==> config.mk <==
export PLATFORM = sky130hd
export DESIGN_NAME = hwc_top
export DESIGN_NICKNAME = d
export VERILOG_FILES = /design/src/rtl/hwc_pkg.sv /design/src/rtl/hwc_edge_det.sv /design/src/rtl/hwc_blank_tmr.sv /design/src/rtl/hwc_window_fsm.sv /design/src/rtl/hwc_top.sv
export SDC_FILE = /design/constraint.sdc
export NUM_CORES = 1
export LEC_CHECK = 0
export ABC_AREA = 1
export CAP_MARGIN = 20
export CORE_MARGIN = 5
export CORE_UTILIZATION = 35
export DETAILED_ROUTE_END_ITERATION = 12
export GPL_ROUTABILITY_DRIVEN = 0
export PLACE_DENSITY = 0.78
export SETUP_SLACK_MARGIN = 0.05
export SYNTH_ARGS = -nofsm -noshare
export SYNTH_HDL_FRONTEND = slang
export SYNTH_HIERARCHICAL = 1
export SYNTH_SLANG_ARGS = --single-unit
==> constraint.sdc <==
create_clock -name clk -period 2.06 [get_ports clk]
set_input_delay 0.206 -clock clk [delete_from_list [all_inputs] [get_ports clk]]
set_output_delay 0.206 -clock clk [all_outputs]
set_load 0.02 [all_outputs]
==> src/rtl/hwc_pkg.sv <==
package hwc_pkg;
  localparam int unsigned DAC_W   = 12;
  localparam int unsigned BLANK_W = 16;

  typedef enum logic [1:0] {
    FILT_SLOW  = 2'b00,
    FILT_FAST  = 2'b01,
    FILT_TRANS = 2'b10
  } filt_mode_e;
endpackage

==> src/rtl/hwc_edge_det.sv <==
module hwc_edge_det (
  input  logic clk,
  input  logic rst_n,
  input  logic lvl_i,
  output logic rise_o,
  output logic fall_o
);
  logic lvl_q;
  logic lvl_d;

  always_comb begin
    lvl_d = lvl_i;
  end

  always_ff @(posedge clk or negedge rst_n) begin
    if (!rst_n) lvl_q <= 1'b0;
    else        lvl_q <= lvl_d;
  end

  assign rise_o = lvl_i & ~lvl_q;
  assign fall_o = ~lvl_i & lvl_q;
endmodule

==> src/rtl/hwc_blank_tmr.sv <==
module hwc_blank_tmr #(
  parameter int unsigned CNT_W = 16
) (
  input  logic             clk,
  input  logic             rst_n,
  input  logic             load_i,
  input  logic             clear_i,
  input  logic [CNT_W-1:0] len_i,
  output logic             busy_o
);
  localparam logic [CNT_W-1:0] ZERO = '0;
  localparam logic [CNT_W-1:0] ONE  = {{(CNT_W-1){1'b0}}, 1'b1};

  logic [CNT_W-1:0] cnt_q;
  logic [CNT_W-1:0] cnt_d;
  logic             cnt_en;

  always_comb begin
    cnt_d  = cnt_q;
    cnt_en = 1'b0;
    if (clear_i) begin
      cnt_d  = ZERO;
      cnt_en = 1'b1;
    end else if (load_i) begin
      cnt_d  = len_i;
      cnt_en = 1'b1;
    end else if (cnt_q != ZERO) begin
      cnt_d  = cnt_q - ONE;
      cnt_en = 1'b1;
    end
  end

  always_ff @(posedge clk or negedge rst_n) begin
    if (!rst_n)      cnt_q <= ZERO;
    else if (cnt_en) cnt_q <= cnt_d;
  end

  assign busy_o = (cnt_q != ZERO);
endmodule

==> src/rtl/hwc_window_fsm.sv <==
module hwc_window_fsm (
  input  logic clk,
  input  logic rst_n,
  input  logic enable_i,
  input  logic rise_i,
  input  logic fall_i,
  input  logic busy_i,
  output logic active_o,
  output logic watch_rise_o,
  output logic pwm_on_o,
  output logic load_o,
  output logic clear_o
);
  logic active_q, active_d;
  logic watch_q,  watch_d;
  logic pwm_q,    pwm_d;
  logic start;
  logic trip;

  always_comb begin
    start = enable_i & ~active_q;
    trip  = enable_i & active_q & ~busy_i &
            (watch_q ? rise_i : fall_i);

    active_d = enable_i;
    watch_d  = watch_q;
    pwm_d    = pwm_q;
    if (!enable_i) begin
      watch_d = 1'b1;
      pwm_d   = 1'b0;
    end else if (start) begin
      watch_d = 1'b1;
      pwm_d   = 1'b1;
    end else if (trip) begin
      watch_d = ~watch_q;
      pwm_d   = watch_q;
    end
  end

  always_ff @(posedge clk or negedge rst_n) begin
    if (!rst_n) begin
      active_q <= 1'b0;
      watch_q  <= 1'b1;
      pwm_q    <= 1'b0;
    end else begin
      active_q <= active_d;
      watch_q  <= watch_d;
      pwm_q    <= pwm_d;
    end
  end

  assign active_o     = active_q;
  assign watch_rise_o = watch_q;
  assign pwm_on_o     = pwm_q;
  assign load_o       = start | trip;
  assign clear_o      = ~enable_i;
endmodule

==> src/rtl/hwc_top.sv <==
module hwc_top
  import hwc_pkg::*;
#(
  parameter int unsigned DW = DAC_W,
  parameter int unsigned BW = BLANK_W
) (
  input  logic          clk,
  input  logic          rst_n,
  input  logic          enable,
  input  logic          cmp_level,
  input  logic [DW-1:0] lim_high,
  input  logic [DW-1:0] lim_low,
  input  logic [BW-1:0] blank_len,
  output logic [DW-1:0] dac_code,
  output logic          pwm_on,
  output logic [1:0]    filt_mode,
  output logic          blank_busy
);
  logic rise, fall;
  logic active, watch_rise, load, clear;

  hwc_edge_det u_edge (
    .clk    (clk),
    .rst_n  (rst_n),
    .lvl_i  (cmp_level),
    .rise_o (rise),
    .fall_o (fall)
  );

  hwc_window_fsm u_fsm (
    .clk          (clk),
    .rst_n        (rst_n),
    .enable_i     (enable),
    .rise_i       (rise),
    .fall_i       (fall),
    .busy_i       (blank_busy),
    .active_o     (active),
    .watch_rise_o (watch_rise),
    .pwm_on_o     (pwm_on),
    .load_o       (load),
    .clear_o      (clear)
  );

  hwc_blank_tmr #(.CNT_W(BW)) u_blank (
    .clk     (clk),
    .rst_n   (rst_n),
    .load_i  (load),
    .clear_i (clear),
    .len_i   (blank_len),
    .busy_o  (blank_busy)
  );

  filt_mode_e filt_sel;

  always_comb begin
    dac_code = watch_rise ? lim_high : lim_low;
    filt_sel = active ? FILT_TRANS : FILT_SLOW;
  end

  assign filt_mode = filt_sel;
endmodule

# Word level (Yosys, flattened, before mapping)
# Cells that the tools add are included.
[op_classes] bitwise_logic=12 eq_ne=2 reduce_logical=2 n_mux=15 add_sub_neg=1
[ops] op="$mux 16" count=3
[ops] op="$reduce_bool 16->1" count=1
[ops] op="$sub 16x1->16 const B" count=1
[ops] op="$mux 12" count=1
[ops] op="$mux 1" count=10
[ops] op="$and 1x1->1" count=6
[ops] op="$ne 3x1->1 const B" count=2
[ops] op="$not 1->1" count=5
[ops] op="$mux 2" count=1
[ops] op="$reduce_and 2->1" count=1
[ops] op="$or 1x1->1" count=1
[word_totals] inputBits=44 reg_bits=20

# Longest topological paths before layout
# Gate-level depths: netlist (run 1).
[logic_depth] depth_word=8 ltp_mapped=15 depth_no_buf=13

# Modules after synthesis
# Netlist (run 1), hierarchy kept.
[modules_own_cells] mod="hwc_blank_tmr" n_inst=1 area_each_um2=1164.9 seq_area_each_um2=400.4 cells_each=178
[modules_own_cells] mod="hwc_top" n_inst=1 area_each_um2=176.4 seq_area_each_um2=0.0 cells_each=42
[modules_own_cells] mod="hwc_window_fsm" n_inst=1 area_each_um2=165.2 seq_area_each_um2=76.3 cells_each=21
[modules_own_cells] mod="hwc_edge_det" n_inst=1 area_each_um2=40.0 seq_area_each_um2=25.0 cells_each=5

# Worst setup path after synthesis (run 1)
# Ideal clock, no wire load.
[synth_timing] path_type="register to register" from="reg u_blank.cnt_q[0]" to="reg u_blank.cnt_q[2]" setup_slack_ps=-261 t_required_ps=1996 n_path_buf=2 synth_period_minus_slack_ps=2321 arrival_time_ps=2257 stages_incl_launch_ff=15 setup_time_ps=64 path_cell_list="dfrtp_1 > inv_1 > ha_1 > nand3_1 > nor2_2 > nand3_1 > nor2_4 > nand2_2 > o21ai_0 > buf_2 > inv_2 > buf_4 > a31oi_1 > nand3_1 > inv_1"
[synth_via] elab_chain_len=8 elab_cells_between_ends=14 cone_classes="add/sub (1); eq/ne (1); mux (6); bitwise (4); reduce/logical (2)"
[synth_lines] element="start: declaration" line="hwc_blank_tmr.sv:14" rtl="logic [CNT_W-1:0] cnt_q;"
[synth_lines] element="start signal: assignment" line="hwc_blank_tmr.sv:35" rtl="else if (cnt_en) cnt_q <= cnt_d;"
[synth_lines] element="$reduce_bool 16->1 (*)" line="hwc_blank_tmr.sv:38" rtl="assign busy_o = (cnt_q != ZERO);"
[synth_lines] element="named net blank_busy" line="hwc_top.sv:17" rtl="output logic blank_busy"
[synth_lines] element="$not 1->1 (*)" line="hwc_window_fsm.sv:22" rtl="trip = enable_i & active_q & ~busy_i &"
[synth_lines] element="$and 1x1->1 (*) (2 in a row)" line="hwc_window_fsm.sv:22"
[synth_lines] element="$or 1x1->1 (*)" line="hwc_window_fsm.sv:55" rtl="assign load_o = start | trip;"
[synth_lines] element="named net load" line="hwc_top.sv:20" rtl="logic active, watch_rise, load, clear;"
[synth_lines] element="$mux 1" line="hwc_blank_tmr.sv:24" rtl="end else if (load_i) begin"
[synth_lines] element="$mux 1" line="hwc_blank_tmr.sv:21" rtl="if (clear_i) begin"
[synth_lines] element="$reduce_and 2->1 (no source line)"
# The timed path passes the listed nets; every way through them passes the cells marked *. The select of a mux whose other input is x is not followed.
# A chain may end at the register's enable or synchronous reset.

# Worst setup path in the final report (run 1)
[layout_timing] from="reg u_blank.cnt_q[0]" to="reg u_blank.cnt_q[6]"
[layout_via] elab_chain_len=8 elab_cells_between_ends=14 cone_classes="add/sub (1); eq/ne (1); mux (6); bitwise (4); reduce/logical (2)"
[layout_lines] element="$reduce_bool 16->1 (*)" line="hwc_blank_tmr.sv:38"
[layout_lines] element="$not 1->1 (*)" line="hwc_window_fsm.sv:22"
[layout_lines] element="$and 1x1->1 (*) (2 in a row)" line="hwc_window_fsm.sv:22"
[layout_lines] element="$or 1x1->1 (*)" line="hwc_window_fsm.sv:55"
[layout_lines] element="named net load" line="hwc_top.sv:20"
[layout_lines] element="$mux 1" line="hwc_blank_tmr.sv:24"
[layout_lines] element="$mux 1" line="hwc_blank_tmr.sv:21"
[layout_lines] element="$reduce_and 2->1 (no source line)"
# Marked as above.

==> results of run 1 <==
[cell families after synthesis]
logic type / after synthesis / share of synthesized area
compound gates: 23 / 0.0866
xor+xnor: 1 / 0.00566
fa+ha+maj: 1 / 0.00809
buf+inv: 34 / 0.0987
flops: 20 / 0.324
other cells: 1 / 0.00242
simple gates: 166 / 0.474
[layout make-up]
| class | count | area share |
|---|---|---|
| Sequential cell | 20 | 0.200 |
| Multi-Input combinational cell | 192 | 0.396 |
| Tap cell | 52 | 0.0259 |
| Timing Repair inverter | 1 | 0.00299 |
| Timing Repair Buffer | 84 | 0.316 |
| Clock buffer | 4 | 0.0179 |
| Inverter | 27 | 0.0414 |
[synthesized netlist by cell type (all sizes together), types with 2 or more instances]
cell / instances
a21oi: 9
buf: 7
dfrtp: 19
inv: 27
nand2: 88
nand3: 22
nand4: 2
nor2: 46
o21ai: 10
or2: 6
[state kept, by name (all words and copies together), names as in the netlist]
register            flops
u_fsm/active_o          1
u_fsm/watch_rise_o      1
u_edge/lvl_q            1
u_fsm/pwm_on_o          1
u_blank/cnt_q          16
[routing by layer]
metal	wire [um]	GRT usage	vias to the layer above
li1	-	-	929
met1	2090	0.207	824
met2	2300	0.264	85
met3	428	0.0343	10
met4	108	0.0542	0
met5	0	0	-
[stage by stage]
stage / hold WS (ns) / instances / TNS [ns]
after detailed placement: 0.502 / 362 / 0
after global placement: 0.502 / 362 / 0
after floorplan: -0.0896 / 246 / 0
final: 0.322 / 380 / 0
after global routing: 0.369 / 380 / -0.115
after CTS: 0.330 / 369 / 0
[critical path: cells and delay by family, from the launching register on]
kind / cells / cell delay, ns
buffers and inverters: 3 / 0.43
adder cells (fa/ha/maj): 1 / 0.15
AO/OA/AOI/OAI: 3 / 0.30
flip-flops: 1 / 0.40
AND/OR/NAND/NOR: 6 / 0.61
[worst max path at each step]
stage                                  start                 to  slack [ns]
after floorplan             u_blank/cnt_q[0]   u_blank/cnt_q[2]        0.06
after global placement      u_blank/cnt_q[0]  u_blank/cnt_q[15]        0.08
after detailed placement    u_blank/cnt_q[0]  u_blank/cnt_q[15]        0.03
after CTS                 u_fsm/watch_rise_o        dac_code[5]        0.05
after global routing        u_blank/cnt_q[0]  u_blank/cnt_q[15]       -0.05
final                       u_blank/cnt_q[0]   u_blank/cnt_q[6]        0.08
[layout by cell type, fill, tap and decap left out]
cell type                          n
sky130_fd_sc_hd__inv_1            22
sky130_fd_sc_hd__nor2_1           34
sky130_fd_sc_hd__clkinvlp_4        1
sky130_fd_sc_hd__nor2_4            8
sky130_fd_sc_hd__clkbuf_1          1
sky130_fd_sc_hd__nand3_1          17
sky130_fd_sc_hd__dfrtp_2           1
sky130_fd_sc_hd__clkbuf_8          3
sky130_fd_sc_hd__nor2_2            4
sky130_fd_sc_hd__nand3b_1          1
sky130_fd_sc_hd__conb_1            1
sky130_fd_sc_hd__nand4_1           2
sky130_fd_sc_hd__inv_2             4
sky130_fd_sc_hd__xnor2_1           1
sky130_fd_sc_hd__o21ai_0           4
sky130_fd_sc_hd__o211ai_1          1
sky130_fd_sc_hd__a31oi_1           1
sky130_fd_sc_hd__nand3_4           2
sky130_fd_sc_hd__ha_4              1
sky130_fd_sc_hd__o22ai_2           1
sky130_fd_sc_hd__inv_4             1
sky130_fd_sc_hd__o21bai_4          1
sky130_fd_sc_hd__nand2_1          84
sky130_fd_sc_hd__buf_6             2
sky130_fd_sc_hd__o21ai_4           1
sky130_fd_sc_hd__a21oi_1           9
sky130_fd_sc_hd__dlygate4sd2_1     6
sky130_fd_sc_hd__o21ai_1           4
sky130_fd_sc_hd__nand2_4           1
sky130_fd_sc_hd__nor3_1            1
sky130_fd_sc_hd__dfrtp_1          18
sky130_fd_sc_hd__dlymetal6s2s_1    7
sky130_fd_sc_hd__nand2_2           3
sky130_fd_sc_hd__nand3_2           3
sky130_fd_sc_hd__or2_2             6
sky130_fd_sc_hd__dfstp_2           1
sky130_fd_sc_hd__o21ai_2           1
sky130_fd_sc_hd__clkdlybuf4s50_1  45
sky130_fd_sc_hd__buf_4            24
[power by group]
group          total [mW]  switching [mW]  internal (mW)
Clock               0.273           0.135          0.138
Combinational       0.740           0.399          0.341
Sequential          0.491          0.0515          0.440
Total                1.50           0.586          0.919
[what timing repair did]
action	4_1_cts	5_1_grt
resized for setup	10	26
setup buffers	2	11
gates cloned	1	0
pin swaps	0	12
setup endpoints to repair	13	22
==> results.txt, run 1 <==
----------------------------------------------------
[Critical path]
  Largest incremental delay on the critical path ... 0.40 ns
  R2r setup slk ... 0.08 ns
  Path depth of the worst reg2reg path ... 13
  Sequence of cells on the critical path ... inv_2 -> ha_4 -> nand3_4 -> nor2_4 -> nand3_4 -> nor2_4 -> nand2_4 -> o21ai_4 -> clkinvlp_4 -> buf_6 -> o211ai_1 -> o21ai_1 -> nor2_1
  Type of the worst setup path ... reg -> reg
  CP Capture Type ... flip-flop
  FF-to-FF Start ... u_blank/cnt_q[0]
  Crit Reg-Reg Endpoint ... u_blank/cnt_q[6]
  Peak fanout along the critical path ... 8
  Library cell contributing the largest single delay on the critical path ... sky130_fd_sc_hd__dfrtp_1
  Data arrival, critical path ... approximately 2.2 ns
  CP Launch Type ... flip-flop
  Worst path required time ... 2.26 ns

[Place]
  Detail Placement HPWL ... 3530 um
  Instance area at placement ... 0.00227 mm2
  Post-placement worst setup slack ... 0.0288 ns
  PortBufs ... 58

[Clock tree]
  Later-pin clock latency in the skew report ... 0.26 ns
  TritonCTS clock tree ... done
  Number of H-tree levels ... 1
  Maximum clock path buffer count ... 2
  Hold bufs inserted after CTS ... 0
  Clock root buffer ... sky130_fd_sc_hd__clkbuf_8
  CTS buffer count ... 3
  Clock sink total ... 20
  Post-CTS clock slew at the launch and capture registers of the worst setup and hold paths ... 0.08 ns

[Flow run]
  MaxCap Viol Count ... 0

[Global routing]
  Maximum number of pins on one net before global-route repair ... 14
  Overall fraction of global-route tracks in use ... 0.160
  Via count of the first global-routing pass ... roughly 1700
  Global-route wire length before repair ... approximately 7800 um
  Overflow after GRT ... 0
  Number of antenna violations at the first check in global routing ... 0

[Finish]
  Diodes inserted ... 0
  Number of nets in the layout ... 374
  Signed area change from the synthesized netlist to the final layout ... 62.4%
  Proportion of layout cells with a drive suffix above 1 ... 0.210
  Multi-input gate area ... 993 um2
  Layout Cell Area excl Fill ... roughly 0.0025 mm2
  Storage cell area ... 503 um2
  Filler instances ... between 400 and 500
  Utilization after layout ... 0.581

[Power and ir drop]
  Worst vdd ir ... 0.000374 V
  Total design power ... between 1.5 and 2 mW
  Power density over cell area ... 599 mW/mm2
  Leakage power total ... 1.30 nW

[Detailed routing]
  Initial DRT Pass Iterations ... 4
  Vias per std cell ... 4.86
  Final routed DRC violation total ... 0
  WL final ... 4930 um
  Violation count after the first detailed-routing iteration ... 78
  Post-DRT Antenna Nets ... 0
  Total number of vias ... 1848
  Detail-routed net length per standard cell ... roughly 13 um

[Run status]
  Result of the run ... finished, final reports clean

[STA]
  Count of endpoints failing hold in the final timing report ... 0
  Setup slack after layout ... just over 0.08 ns
  Final Max Slew Viols ... 0
  Final clock skew ... between 0.008 and 0.009 ns
  Period Utilization, post-route ... 0.960
  Post-route minimum period ... 1.98 ns
  RSZ-0062 raised after global routing ... true
  Transition time at the pin with the least slew margin ... 0.613 ns
  Highest clock rate ... between 500 and 600 MHz
  Setup violators final ... 0
  Worst slew slack as a fraction of its limit ... 0.590

[Synth]
  Top post-synthesis cells by area ... sky130_fd_sc_hd__dfrtp_1 31%, sky130_fd_sc_hd__nand2_1 20%, sky130_fd_sc_hd__nor2_1 9.0%
  Cell count after synthesis ... 246
  Share of flip-flops with an asynchronous set or reset after synthesis ... 1.00
  Flip-flop and latch count after synthesis ... 20
  Unique masters post-synth ... 28
  Post-Synthesis Net Count ... 291
  Post-synthesis average cell area ... 6.29 um2
  Library cell with the largest summed area after synthesis ... sky130_fd_sc_hd__dfrtp_1
  Number of synthesized flops with an enable pin ... 0
  Total standard cell area after synthesis ... 0.00155 mm2
  Sequential-to-total area share from yosys stat ... 0.324
  Primary FF master, synth ... sky130_fd_sc_hd__dfrtp_1
  Proportion of netlist area held by the largest area contributor ... 0.307
  Synth Warn # ... 6

[Floorplan]
  Vertical die dimension ... 76.5 um
  Total number of placement rows ... 24
  Standard cell core area ... ~0.0043 mm2
  Area enclosed by the die boundary ... 0.00585 mm2
  Initial cell density of the core ... 0.358
  Top-Level Pins ... 60
  Die boundary width ... ~76 um

[Min path]
  Worst Hold Class ... in -> async

----------------------------------------------------
Power figures use the tool's default switching activity.
==> inputs of run 2 (changes only) <==
- ABC_AREA: 1 -> unset
- PLACE_DENSITY: 0.78 -> 0.8
==> run 2 against run 1 <==
Against the previous run:
- synthesized cell count decreased by 41%
- die area decreased by 7.9%
- clock skew decreased by 0.0020 ns
- global-route usage decreased by 1.4 points
- largest cell class unchanged
==> results.txt, run 2 <==
----------------------------------------------------
[Finish]
  Post-layout instance count excluding filler cells ... 280
  Largest reg by FF count ... u_blank/cnt_q
  Signed area change from the synthesized netlist to the final layout ... 68.5%
  Number of nets in the layout ... 276
  Filler instances ... ~320
  Storage cell area ... between 500 and 600 um2
  Most frequent standard cell in the layout excluding fill and tap cells ... sky130_fd_sc_hd__clkdlybuf4s50_1
  Flip-flop count of the largest register, all copies and words added ... 16
  Proportion of layout cells with a drive suffix above 1 ... 0.309
  Multi-input gate area ... ~900 um2
  Diodes inserted ... 0
  Most frequent cells in the layout ... 45 x sky130_fd_sc_hd__clkdlybuf4s50_1, 27 x sky130_fd_sc_hd__buf_4, 19 x sky130_fd_sc_hd__dfrtp_1

[Detailed routing]
  WL final ... 4180 um
  Post-DRT Antenna Nets ... 0
  Detail-routed net length per standard cell ... 14.9 um
  Initial DRT Pass Iterations ... 4
  Vias per std cell ... 4.97
  Final routed DRC violation total ... 0
  Violation count after the first detailed-routing iteration ... 27
  Total number of vias ... roughly 1400

[Global routing]
  Overflow after GRT ... 0
  Overall fraction of global-route tracks in use ... 0.146
  Number of antenna violations at the first check in global routing ... 0
  Via count of the first global-routing pass ... 1297
  Global-route wire length before repair ... just over 6000 um
  Maximum number of pins on one net before global-route repair ... 17

[Clock tree]
  Clock root buffer ... sky130_fd_sc_hd__clkbuf_8
  Number of H-tree levels ... 1
  Later-pin clock latency in the skew report ... 0.26 ns
  Maximum clock path buffer count ... 2
  TritonCTS clock tree ... done
  CTS buffer count ... 3
  Post-CTS clock slew at the launch and capture registers of the worst setup and hold paths ... 0.08 ns
  Clock sink total ... 20

[Critical path]
  R2r setup slk ... ~0.0028 ns
  Type of the worst setup path ... reg -> reg
  CP Launch Type ... flip-flop
  Path depth of the worst reg2reg path ... 9
  Crit Reg-Reg Endpoint ... u_blank/cnt_q[8]
  Worst path required time ... 2.19 ns
  Peak fanout along the critical path ... 7
  CP Capture Type ... flip-flop
  Sequence of cells on the critical path ... nor4_4 -> nand4_1 -> or2_1 -> a21oi_2 -> buf_6 -> clkinv_8 -> o211ai_1 -> and3_1 -> nor2_2
  FF-to-FF Start ... u_blank/cnt_q[12]
  Largest incremental delay on the critical path ... 0.42 ns
  Data arrival, critical path ... ~2.2 ns
  Library cell contributing the largest single delay on the critical path ... sky130_fd_sc_hd__dfrtp_1

[STA]
  RSZ-0062 raised after global routing ... true
  Highest clock rate ... 486 MHz
  Minimum hold slack ... 0.327 ns
  Period Utilization, post-route ... 0.999
  Setup violators final ... 0
  Transition time at the pin with the least slew margin ... 0.616 ns
  Final clock skew ... 0.00673 ns
  Worst slew slack as a fraction of its limit ... 0.588
  Post-route minimum period ... 2.06 ns
  Count of endpoints failing hold in the final timing report ... 0
  Final Max Slew Viols ... 0

[Floorplan]
  Area enclosed by the die boundary ... 0.00539 mm2
  Standard cell core area ... 0.00394 mm2
  Vertical die dimension ... 73.4 um
  Initial cell density of the core ... 0.357
  Total number of placement rows ... 23
  Die boundary width ... 73.4 um
  Top-Level Pins ... 60

[Synth]
  List of most frequent post-synthesis cells ... 19 x sky130_fd_sc_hd__dfrtp_1, 15 x sky130_fd_sc_hd__nand2_1, 14 x sky130_fd_sc_hd__nor2_1
  Top-count cell post-synth ... sky130_fd_sc_hd__dfrtp_1
  Library cell with the largest summed area after synthesis ... sky130_fd_sc_hd__dfrtp_1
  Flip-flop and latch count after synthesis ... 20
  Primary FF master, synth ... sky130_fd_sc_hd__dfrtp_1
  Proportion of netlist area held by the largest area contributor ... 0.338
  Cell count after synthesis ... 144
  Post-synthesis average cell area ... 9.77 um2
  Top post-synthesis cells by area ... sky130_fd_sc_hd__dfrtp_1 34%, sky130_fd_sc_hd__mux2_4 11%, sky130_fd_sc_hd__xnor2_1 5.6%
  Number of synthesized flops with an enable pin ... 0
  Share of flip-flops with an asynchronous set or reset after synthesis ... 1.00
  Total standard cell area after synthesis ... between 0.001 and 0.0015 mm2
  Synth Warn # ... 6
  Post-Synthesis Net Count ... 189
  Unique masters post-synth ... about 40
  Sequential-to-total area share from yosys stat ... 0.357

[Power and ir drop]
  Total design power ... approximately 2.0 mW
  Power density over cell area ... 828 mW/mm2
  Leakage power total ... between 1 and 1.5 nW
  Worst vdd ir ... roughly 0.00062 V

[Place]
  Detail Placement HPWL ... 3140 um
  PortBufs ... 58
  Placed cell count ... 267

[Run status]
  Result of the run ... finished, final reports clean

[Min path]
  Worst Hold Class ... in -> async

[Flow run]
  MaxCap Viol Count ... 0

----------------------------------------------------
## run 2: changes by cell type after synthesis, sizes merged, moves of 8 or more
cell / previous run / this run
nand3: 22 / 2
mux2: 0 / 12
inv: 27 / 3
nor2: 46 / 15
nand2: 88 / 15
xnor2: 1 / 9
o21ai: 10 / 1
## run 2: area by class of cell
class / instances / area share
Clock buffer: 4 / 0.0190
Multi-Input combinational cell: 113 / 0.382
Timing Repair Buffer: 88 / 0.345
Tap cell: 50 / 0.0264
Sequential cell: 20 / 0.212
Inverter: 4 / 0.0116
Timing Repair inverter: 1 / 0.00370
## run 2: worst max-delay path, delay by kind of cell (launching register included)
kind	cells	cell delay (ns)
buffers and inverters	2	0.23
and+or+nand+nor	5	0.98
AOI/OAI and AO/OA	2	0.28
DFF	1	0.42
## run 2: worst max path at each step
stage	slack, ns	endpoint	from	depth (start not counted)
after CTS	-0.009	u_blank/cnt_q[8]	u_blank/cnt_q[10]	10
after detailed placement	-0.11	u_blank/cnt_q[8]	cmp_level	10
after global placement	-0.03	u_blank/cnt_q[8]	cmp_level	8
after global routing	-0.15	u_blank/cnt_q[8]	u_blank/cnt_q[4]	10
after floorplan	-0.15	u_blank/cnt_q[7]	u_blank/cnt_q[8]	10
final	0.003	u_blank/cnt_q[8]	u_blank/cnt_q[12]	9
## run 2: what timing repair did
item / in CTS / in global routing
setup endpoints to repair: 20 / 17
gates resized for setup: 15 / 6
cloned: 0 / 1
buffers inserted: 2 / 6
pin swaps: 2 / 8
hold buffers: 0 / 0
## run 2: kinds of logic (layout without fill, tap and decap cells)
logic type               count (synthesis)  after routing  share of synthesized area
adder cells (fa/ha/maj)                  1              1                    0.00890
AO/OA/AOI/OAI                           20             20                      0.105
other                                    1              1                    0.00267
XOR/XNOR                                12             12                     0.0747
buffers and inverters                   11             97                     0.0427
flip-flops                              20             20                      0.357
AND/OR/NAND/NOR                         63             63                      0.258
multiplexers                            16             16                      0.151
## run 2: layer usage
metal,vias to the layer above,part of all wire,GRT usage
li1,682,-,-
met1,655,0.42,0.180
met2,52,0.49,0.252
met3,2,0.083,0.0287
met4,0,0.0081,0.0543
met5,-,0,0
## run 2: stage by stage
stage               TNS (ns)   util  instance area, um2  setup slack [ns]
floorplan              -1.32      -                1490            -0.154
global placement     -0.0278  0.566                2230           -0.0278
detailed placement    -0.261  0.566                2230            -0.106
CTS                 -0.00889  0.585                2310          -0.00889
global route           -1.40  0.601                2370            -0.150
finish                     0  0.601                2370           0.00280
## run 2: report_power, final
group	internal [mW]	switching [mW]	leakage (nW)
Combinational	0.601	0.517	0.801
Sequential	0.485	0.0931	0.257
Clock	0.138	0.130	0.0228
==> inputs of run 3 (changes only) <==
- SETUP_SLACK_MARGIN: 0.05 -> 0.15
==> run 3 against run 2 <==
Against the previous run:
- the run now ends with setup timing left
- first-iteration DRC count up 70%
- combinational power up 12%
- count of clock-buffer cells in the layout unchanged
- hold slack better by 0.0091 ns
- clock skew is 0.0036 ns higher
- critical path depth increased by 1
- worst setup slack worse by 0.044 ns
- cell area increased by 6.2%
- non-clock buffer count grew 4
==> results.txt, run 3 (synthesis results as in run 2) <==
----------------------------------------------------
[Run status]
  Result of the run ... finished, violations left
  Failing checks ... setup timing

[Min path]
  Worst Hold Class ... in -> async

[Critical path]
  Path depth of the worst reg2reg path ... 10
  Worst path required time ... 2.20 ns
  CP Launch Type ... flip-flop
  Type of the worst setup path ... reg -> reg
  FF-to-FF Start ... u_blank/cnt_q[10]
  Number of stages on the worst setup path ... 10
  Buf+Inv Stages, Crit Path ... 2
  Library cell contributing the largest single delay on the critical path ... sky130_fd_sc_hd__dfrtp_1
  Largest incremental delay on the critical path ... ~0.39 ns
  R2r setup slk ... -0.04 ns
  CP Capture Type ... flip-flop
  Crit Reg-Reg Endpoint ... u_blank/cnt_q[8]
  Sequence of cells on the critical path ... nor4_2 -> and2_1 -> nand4_1 -> or2_4 -> a21oi_4 -> buf_6 -> clkinv_8 -> o211ai_1 -> and3_1 -> nor2_2
  Data arrival, critical path ... 2.24 ns
  Cell family contributing the most delay on the critical path ... simple AND/OR/NAND/NOR gates
  Peak fanout along the critical path ... 8

[Place]
  PortBufs ... 58
  Detail Placement HPWL ... 3140 um
  Instance area at placement ... between 0.002 and 0.0025 mm2

[STA]
  Final clock skew ... 0.0103 ns
  Setup violators final ... 1
  Count of endpoints failing hold in the final timing report ... 0
  Post-route minimum period ... between 2 and 2.5 ns
  Setup slack after layout ... -0.0414 ns
  Worst slew slack as a fraction of its limit ... 0.571
  Period Utilization, post-route ... 1.02
  Transition time at the pin with the least slew margin ... 0.641 ns
  RSZ-0062 raised after global routing ... true
  Highest clock rate ... 476 MHz
  Final Max Slew Viols ... 0

[Power and ir drop]
  Total design power ... around 2.1 mW
  Worst vdd ir ... 0.000530 V
  Power density over cell area ... between 800 and 900 mW/mm2
  Leakage power total ... 1.13 nW

[Detailed routing]
  Violation count after the first detailed-routing iteration ... 46
  Post-DRT Antenna Nets ... 0
  Initial DRT Pass Iterations ... 4
  WL final ... around 4500 um
  Final routed DRC violation total ... 0
  Total number of vias ... 1455
  Vias per std cell ... ~5.1
  Detail-routed net length per standard cell ... about 16 um

[Floorplan]
  Die boundary width ... 73.4 um
  Initial cell density of the core ... 0.357
  Area enclosed by the die boundary ... 0.00539 mm2
  Standard cell core area ... slightly below 0.004 mm2
  Total number of placement rows ... 23
  Vertical die dimension ... between 70 and 80 um
  Top-Level Pins ... 60

[Finish]
  Number of nets in the layout ... 281
  Proportion of layout cells with a drive suffix above 1 ... 0.349
  Filler instances ... 300
  Storage cell area ... 502 um2
  Diodes inserted ... 0
  Multi-input gate area ... slightly below 0.001 mm2
  Flip-flop count of the largest register, all copies and words added ... 16
  Most frequent cells in the layout ... 45 x sky130_fd_sc_hd__clkdlybuf4s50_1, 24 x sky130_fd_sc_hd__buf_4, 19 x sky130_fd_sc_hd__dfrtp_1
  Layout Cell Area excl Fill ... approximately 0.0025 mm2
  Largest reg by FF count ... u_blank/cnt_q
  Most frequent standard cell in the layout excluding fill and tap cells ... sky130_fd_sc_hd__clkdlybuf4s50_1
  Signed area change from the synthesized netlist to the final layout ... 78.9%

[Global routing]
  Overflow after GRT ... 0
  Number of antenna violations at the first check in global routing ... 0
  Via count of the first global-routing pass ... 1475
  Overall fraction of global-route tracks in use ... 0.172
  Global-route wire length before repair ... 7110 um
  Maximum number of pins on one net before global-route repair ... 14

[Clock tree]
  CTS buffer count ... 3
  Post-CTS clock slew at the launch and capture registers of the worst setup and hold paths ... approximately 0.08 ns
  Clock root buffer ... sky130_fd_sc_hd__clkbuf_8
  TritonCTS clock tree ... done
  Number of H-tree levels ... 1
  Clock sink total ... 20
  Hold bufs inserted after CTS ... 0
  Maximum clock path buffer count ... 2
  Later-pin clock latency in the skew report ... 0.26 ns

[Flow run]
  MaxCap Viol Count ... 0

----------------------------------------------------
-- run 3: area by class of cell --
cell class	count	area share
multi-input combinational	114	0.388
tap	50	0.0249
sequential	20	0.199
inverter	4	0.0109
timing repair buffer	92	0.352
clock buffer	4	0.0179
timing repair inverter	1	0.00646
-- run 3: worst max path at each step --
stage          slack, ns         startpoint           endpoint
2_1_floorplan      -0.15   u_blank/cnt_q[8]   u_blank/cnt_q[7]
3_3_place_gp       -0.03          cmp_level   u_blank/cnt_q[8]
3_5_place_dp       -0.11          cmp_level   u_blank/cnt_q[8]
4_1_cts           0.0003  u_blank/cnt_q[10]  u_blank/cnt_q[14]
5_1_grt            -0.16  u_blank/cnt_q[10]   u_blank/cnt_q[8]
6_report           -0.04  u_blank/cnt_q[10]   u_blank/cnt_q[8]
-- run 3: power breakdown --
part / internal (mW) / leakage, nW / switching [mW]
Combinational: 0.650 / 0.853 / 0.598
Clock: 0.138 / 0.0228 / 0.129
Sequential: 0.485 / 0.257 / 0.0941
-- run 3: stage by stage --
step / utilization / std cells / setup WS (ns) / hold WS (ns) / setup TNS [ns]
2_1_floorplan: - / 144 / -0.154 / -0.0896 / -1.32
3_3_place_gp: 0.566 / 267 / -0.0278 / 0.487 / -0.0278
3_5_place_dp: 0.566 / 267 / -0.106 / 0.495 / -0.261
4_1_cts: 0.631 / 284 / 0.000269 / 0.341 / 0
5_1_grt: 0.638 / 285 / -0.159 / 0.391 / -1.04
6_report: 0.638 / 285 / -0.0414 / 0.336 / -0.0414
-- run 3: per-layer routing --
| layer | vias up | wire, um | GRT usage |
|---|---|---|---|
| li1 | 694 | - | - |
| met5 | - | 0 | 0 |
| met3 | 6 | 412 | 0.0328 |
| met4 | 0 | 62 | 0.0604 |
| met2 | 67 | 2240 | 0.314 |
| met1 | 688 | 1820 | 0.198 |
-- run 3: what timing repair did --
item	4_1_cts	5_1_grt
pin swaps	14	3
setup buffers	10	1
endpoints found under the setup margin	29	17
resized for setup	40	7
gates cloned	3	0
hold endpoints to repair	0	0
